**src/rtl/irq_agg_pkg.sv**
```systemverilog
`timescale 1ns/1ps
package irq_agg_pkg;

  localparam int unsigned DEF_NUM_CH    = 4;
  localparam int unsigned DEF_SYNC      = 2;
  localparam int unsigned DEF_LOW_CYC   = 50;
  localparam int unsigned DEF_HIGH_CYC  = 25;

  // Width of a counter that must reach the larger of two thresholds.
  function automatic int unsigned cnt_bits(input int unsigned a, input int unsigned b);
    int unsigned m;
    m = (a > b) ? a : b;
    return (m < 2) ? 1 : $clog2(m + 1);
  endfunction

  // Larger of two thresholds, used for counter bounds.
  function automatic int unsigned max_of(input int unsigned a, input int unsigned b);
    return (a > b) ? a : b;
  endfunction

endpackage

```
**src/rtl/irq_sync.sv**
```systemverilog
`timescale 1ns/1ps
module irq_sync #(
  parameter int unsigned WIDTH  = 4,
  parameter int unsigned STAGES = 2
) (
  input  logic             clk,
  input  logic             rst,
  input  logic [WIDTH-1:0] d,
  output logic [WIDTH-1:0] q
);

  logic [STAGES-1:0][WIDTH-1:0] stg_q;

  generate
    if (STAGES == 1) begin : g_single
      always_ff @(posedge clk) begin
        if (rst) stg_q <= '1;
        else     stg_q <= d;
      end
    end else begin : g_chain
      always_ff @(posedge clk) begin
        if (rst) stg_q <= '1;
        else     stg_q <= {stg_q[STAGES-2:0], d};
      end
    end
  endgenerate

  assign q = stg_q[STAGES-1];

endmodule

```
**src/rtl/irq_glitch_filter.sv**
```systemverilog
`timescale 1ns/1ps
module irq_glitch_filter
  import irq_agg_pkg::*;
#(
  parameter int unsigned LOW_CYC  = DEF_LOW_CYC,
  parameter int unsigned HIGH_CYC = DEF_HIGH_CYC
) (
  input  logic clk,
  input  logic rst,
  input  logic sync_n,
  output logic filt_n
);

  localparam int unsigned CW     = cnt_bits(LOW_CYC, HIGH_CYC);
  localparam int unsigned CMAX   = max_of(LOW_CYC, HIGH_CYC);
  localparam logic [CW-1:0] LIM_LO = CW'(LOW_CYC - 1);
  localparam logic [CW-1:0] LIM_HI = CW'(HIGH_CYC - 1);
  localparam logic [CW-1:0] RUN_MAX = CW'(CMAX);

  logic          filt_q;
  logic [CW-1:0] cnt_q;
  logic [CW-1:0] limit;

  // Waiting for a low while high uses the assert threshold, else the release one.
  assign limit = filt_q ? LIM_LO : LIM_HI;

  always_ff @(posedge clk) begin
    if (rst) begin
      filt_q <= 1'b1;
      cnt_q  <= '0;
    end else if (sync_n == filt_q) begin
      cnt_q  <= '0;
    end else if (cnt_q == limit) begin
      filt_q <= sync_n;
      cnt_q  <= '0;
    end else begin
      cnt_q  <= cnt_q + 1'b1;
    end
  end

  assign filt_n = filt_q;

  // Independent run-length tracker for the checks below.
  logic          prev_q;
  logic [CW-1:0] run_q;

  always_ff @(posedge clk) begin
    if (rst) begin
      prev_q <= 1'b1;
      run_q  <= '0;
    end else begin
      prev_q <= sync_n;
      if (sync_n != prev_q)   run_q <= '0;
      else if (run_q != RUN_MAX) run_q <= run_q + 1'b1;
    end
  end

  // a filtered assertion only follows a long enough low run
  a_r3_low_run: assert property (@(posedge clk) disable iff (rst)
    $fell(filt_q) |-> ((int'($past(run_q)) + 2 >= int'(LOW_CYC)) && !$past(sync_n)));

  // a filtered release only follows a long enough high run
  a_r4_high_run: assert property (@(posedge clk) disable iff (rst)
    $rose(filt_q) |-> ((int'($past(run_q)) + 2 >= int'(HIGH_CYC)) && $past(sync_n)));

  // the counter never passes the larger threshold
  a_r5_cnt_bound: assert property (@(posedge clk) disable iff (rst)
    int'(cnt_q) < int'(CMAX));

endmodule

```
**src/rtl/irq_combine.sv**
```systemverilog
`timescale 1ns/1ps
module irq_combine #(
  parameter int unsigned NUM_CH = 4
) (
  input  logic              clk,
  input  logic              rst,
  input  logic [NUM_CH-1:0] filt_n,
  input  logic              snap,
  output logic              irq_n,
  output logic              pull_en,
  output logic [NUM_CH-1:0] status
);

  logic              irq_n_q;
  logic              pull_q;
  logic [NUM_CH-1:0] status_q;
  logic              all_idle;

  assign all_idle = &filt_n;

  always_ff @(posedge clk) begin
    if (rst) begin
      irq_n_q <= 1'b1;
      pull_q  <= 1'b0;
    end else begin
      irq_n_q <= all_idle;
      pull_q  <= ~all_idle;
    end
  end

  always_ff @(posedge clk) begin
    if (rst)       status_q <= '0;
    else if (snap) status_q <= ~filt_n;
  end

  assign irq_n   = irq_n_q;
  assign pull_en = pull_q;
  assign status  = status_q;

  // outputs leave reset inactive
  a_r1_reset_idle: assert property (@(posedge clk) disable iff (rst)
    $past(rst) |-> (irq_n_q && !pull_q && (status_q == '0)));

  // pad enable and level never agree
  a_r8_pull_inverse: assert property (@(posedge clk) disable iff (rst)
    pull_q != irq_n_q);

  // any active filtered line pulls the merged request low
  a_r2_any_active: assert property (@(posedge clk) disable iff (rst)
    (filt_n != '1) |=> !irq_n_q);

  // a strobe loads the active channels
  a_r6_capture: assert property (@(posedge clk) disable iff (rst)
    snap |=> (status_q == ~$past(filt_n)));

  // no strobe, no change
  a_r7_status_hold: assert property (@(posedge clk) disable iff (rst)
    !snap |=> $stable(status_q));

endmodule

```
**src/rtl/irq_aggregator.sv**
```systemverilog
`timescale 1ns/1ps
module irq_aggregator
  import irq_agg_pkg::*;
#(
  parameter int unsigned NUM_CH          = DEF_NUM_CH,
  parameter int unsigned SYNC_STAGES     = DEF_SYNC,
  parameter int unsigned LOW_REJECT_CYC  = DEF_LOW_CYC,
  parameter int unsigned HIGH_REJECT_CYC = DEF_HIGH_CYC
) (
  input  logic              clk,
  input  logic              rst,
  input  logic [NUM_CH-1:0] irq_in_n,
  input  logic              snap_req,
  output logic              irq_out_n,
  output logic              irq_pull_en,
  output logic [NUM_CH-1:0] irq_status
);

  logic [NUM_CH-1:0] sync_n;
  logic [NUM_CH-1:0] filt_n;

  irq_sync #(
    .WIDTH  (NUM_CH),
    .STAGES (SYNC_STAGES)
  ) u_sync (
    .clk (clk),
    .rst (rst),
    .d   (irq_in_n),
    .q   (sync_n)
  );

  generate
    for (genvar ch = 0; ch < NUM_CH; ch++) begin : g_ch
      irq_glitch_filter #(
        .LOW_CYC  (LOW_REJECT_CYC),
        .HIGH_CYC (HIGH_REJECT_CYC)
      ) u_filt (
        .clk    (clk),
        .rst    (rst),
        .sync_n (sync_n[ch]),
        .filt_n (filt_n[ch])
      );
    end
  endgenerate

  irq_combine #(
    .NUM_CH (NUM_CH)
  ) u_comb (
    .clk     (clk),
    .rst     (rst),
    .filt_n  (filt_n),
    .snap    (snap_req),
    .irq_n   (irq_out_n),
    .pull_en (irq_pull_en),
    .status  (irq_status)
  );

  // a line idle at the synchronizer for a whole cycle cannot newly become active
  a_r9_no_spurious: assert property (@(posedge clk) disable iff (rst)
    (sync_n == '1 && filt_n == '1) |=> (filt_n == '1));

endmodule

```
**config.mk**
```make
export PLATFORM = sky130hd
export DESIGN_NAME = irq_aggregator
export DESIGN_NICKNAME = d
export VERILOG_FILES = /design/src/rtl/irq_agg_pkg.sv /design/src/rtl/irq_sync.sv /design/src/rtl/irq_glitch_filter.sv /design/src/rtl/irq_combine.sv /design/src/rtl/irq_aggregator.sv
export SDC_FILE = /design/constraint.sdc
export NUM_CORES = 1
export LEC_CHECK = 0
export ABC_AREA = 1
export BUFFER_PORTS_ARGS = -buffer_cell sky130_fd_sc_hd__buf_4
export CORE_MARGIN = 2
export CORE_UTILIZATION = 37
export CTS_CLUSTER_SIZE = 25
export DETAILED_ROUTE_END_ITERATION = 6
export PLACE_DENSITY_LB_ADDON = 0.12
export SYNTH_ARGS = -nofsm -noshare
export SYNTH_HDL_FRONTEND = slang
export SYNTH_SLANG_ARGS = --single-unit
export TNS_END_PERCENT = 30
```
**constraint.sdc**
```tcl
create_clock -name clk -period 1.3 [get_ports clk]
set_clock_uncertainty 0.2 [all_clocks]
set_input_delay 0.13 -clock clk [delete_from_list [all_inputs] [get_ports clk]]
set_output_delay 0.13 -clock clk [all_outputs]
set_load 0.02 [all_outputs]
```
==> summary.txt <==
Run status
  • Outcome: finished, final reports clean

Routing
  • Wire per inst: 9.53 um
  • DRT iter0 DRCs: 87
  • First-pass iteration count of the detailed router: 4
  • Detailed Route WL: 2790 um
  • DRC: 0
  • Via count: 1,302
  • Routed vias/inst: 4.44
  • Post-DRT Antenna Nets: 0

Floorplanning
  • Chip width: 71.4 um
  • Row cnt: 24
  • # IOs: 13
  • Core area: 0.00435 mm^2
  • Initial Util: 38.6%
  • Die area: 0.00510 mm^2
  • Die height: 71.4 um

Power and ir drop
  • Peak supply drop: 0.000735 V
  • Tot Pwr: 2410 uW
  • Leak pwr: 0.000873 uW
  • Pwr per Cell Area: 1150 mW/mm^2

Clock tree
  • Worst skew pair latency: 0.29 ns
  • Clk sinks: 42
  • CTS tree: yes
  • # Post-CTS Setup Buffers: 0
  • Cts bufs inserted: 5
  • Max Root-Sink Buffers: 2
  • H-tree depth: 2
  • CTS clk-pin slew, worst paths: 0.08 ns
  • Clk root buf: clkbuf_8

Critical path
  • Worst-path maximum fanout: 8
  • WP data required: 1.27 ns
  • Crit-path max cell delay: 0.64 ns
  • Setup crit start kind: input port
  • Critical path cell sequence: buf_4 > dlygate4sd3_1 > or2_2
  • Crit-path slowest cell: dlygate4sd3_1
  • Critical path origin: rst
  • Worst r2r src: g_ch[1].u_filt.cnt_q[0]
  • Critical path capture point type: register
  • Critical path class: input port to register
  • Worst EP arrival: 1.20 ns

Synth
  • Area leader, netlist: dfxtp_1
  • Most common cell in the netlist: dfxtp_1
  • Async S/R FF share, synth: 0%
  • Synth top cells by count: dfxtp_1, nor2_1, inv_1, nand2_1, nand3_1
  • Cells after synthesis: 207
  • Yosys warning total: 0
  • Post-synth EDFFs: 0
  • Top post-synthesis cells by area: dfxtp_1, nor2_1, inv_1, nand2_1, nand3_1
  • Synth Flop Type: dfxtp_1
  • Mapped Area: 0.00168 mm^2
  • Yosys cell types: 18
  • Average size of a mapped cell: 8.13 um^2
  • Post-synthesis sequential area ratio: 50.0%
  • Synth Register Bits: 42
  • Area share of the largest cell type after synthesis: 50.0%
  • Syn nets: 218

Timing
  • Final setup viols: 0
  • RSZ-0062 raised after global routing: yes
  • F_max: 0.812 GHz
  • Slew Viols, Final: 0
  • Worst rel slew slack: 85.3%
  • Final worst slack: 0.0681 ns
  • Tcrit/Tclk final: 94.8%
  • Worst-Margin Slew: 0.220 ns
  • Hold Vio Cnt, Final: 0
  • Period minus WS final: 1.23 ns

Finish
  • Layout area overhead: 24.5%
  • Share of layout cells above drive strength 1: 22.0%
  • Fin util: 48.1%
  • NumNets Final: 251
  • Register Area: 851 um^2
  • N_diodes: 0
  • # fillers: 431
  • Multi-input gate area: 736 um^2
  • Layout Cells excl Fill: 293

Global routing
  • Total global-route track usage: 12.6%
  • Antenna violations before repair: 0
  • First-pass GRT wire length: 5200 um
  • Vias in the first global route: 1,225
  • Global route overflow: 0
  • Largest net degree at the start of global routing: 14

Placement
  • Routability cong.: 0.764
  • Dpl cells: 277
  • Final HPWL DP: 1930 um
  • I/O Buffers: 12
  • Pre-CTS WS: 0.0463 ns

Min path
  • Hold path start: rst
  • Hold WC Path Type: input port to register

Flow run
  • MaxCap Viol Count: 0
-- cells by family (layout without fill, tap and decap cells) --
kind of cell	after synthesis	count (layout)	synth area share (%)
simple gates	99	99	26.7
flops	42	42	50.0
buf+inv	31	65	7.36
compound gates	16	16	5.20
xor+xnor	15	15	7.81
fa+ha+maj	4	4	2.97
-- registers in the layout, summed over array words and instances, names as in the netlist --
name,cells
u_comb.status,4
u_comb.irq_n,1
u_sync.q,4
g_ch.u_filt.cnt_q,24
u_comb.pull_en,1
g_ch.u_filt.filt_n,4
u_sync.stg_q,4
-- final timing paths --
check	depth (start not counted)	slack (ns)	end
max	3	0.07	u_sync.q[3]
min	4	0.03	g_ch[1].u_filt.filt_n
max reg2reg	5	0.09	g_ch[1].u_filt.cnt_q[3]
min reg2reg	1	0.21	u_sync.q[0]
-- metal layers --
metal | wire length [um] | up-vias | global-route usage (%)
li1 | - | 720 | -
met1 | 1500 | 563 | 17.9
met2 | 1150 | 17 | 18.5
met3 | 126 | 2 | 3.52
met4 | 21 | 0 | 4.40
met5 | 0 | - | 0
-- report_power, final --
group	switching, uW	internal, uW	leakage (uW)
Clock	429	565	0.0000579
Combinational	42.8	54.1	0.000472
Sequential	12.6	1310	0.000343
Total	484	1930	0.000873
-- placed cells by master (no fill, tap or decap) --
cell and instances:
o21ai_2 1, inv_1 29, nand2_1 26, o21ai_0 7, buf_4 19, nand3b_1 4, nand2_2 4, a21oi_1 7
nand3_1 19, xor2_1 10, nand4_1 6, nand3_2 1, xnor2_1 5, or2_2 8, clkbuf_8 5, bufinv_16 1
dfxtp_2 8, inv_2 1, dlygate4sd3_1 8, nor2_1 29, ha_1 4, dfxtp_1 34, nor2_2 2, a21oi_2 1
clkinv_2 2
-- through the flow --
step                hold WS [ns]  setup TNS (ns)  area, um^2
finish                    0.0325               0        2100
detailed placement         0.116               0        1880
global placement           0.116               0        1880
floorplan                 0.0194               0        1680
global route              0.0510         -0.0882        2100
CTS                       0.0289               0        2070
-- area by class of cell --
class,instances,area share (%)
Clock buffer,5,3.28
Inverter,30,5.37
Tap cell,52,3.10
Clock inverter,3,1.91
Timing Repair Buffer,27,10.6
Sequential cell,42,40.6
Multi-Input combinational cell,134,35.1
-- timing repair --
item / in CTS / in global routing
endpoints found under the setup margin: 0 / 24
endpoints found under the hold margin: 15 / 0
gates resized for setup: 0 / 14
hold buffers: 8 / 0
-- critical path, delay by kind of cell --
kind,cells,cell delay [ns]
AND/OR/NAND/NOR,1,0.32
buffers and inverters,2,0.76
Note: power is estimated with default switching activity, not from simulation.
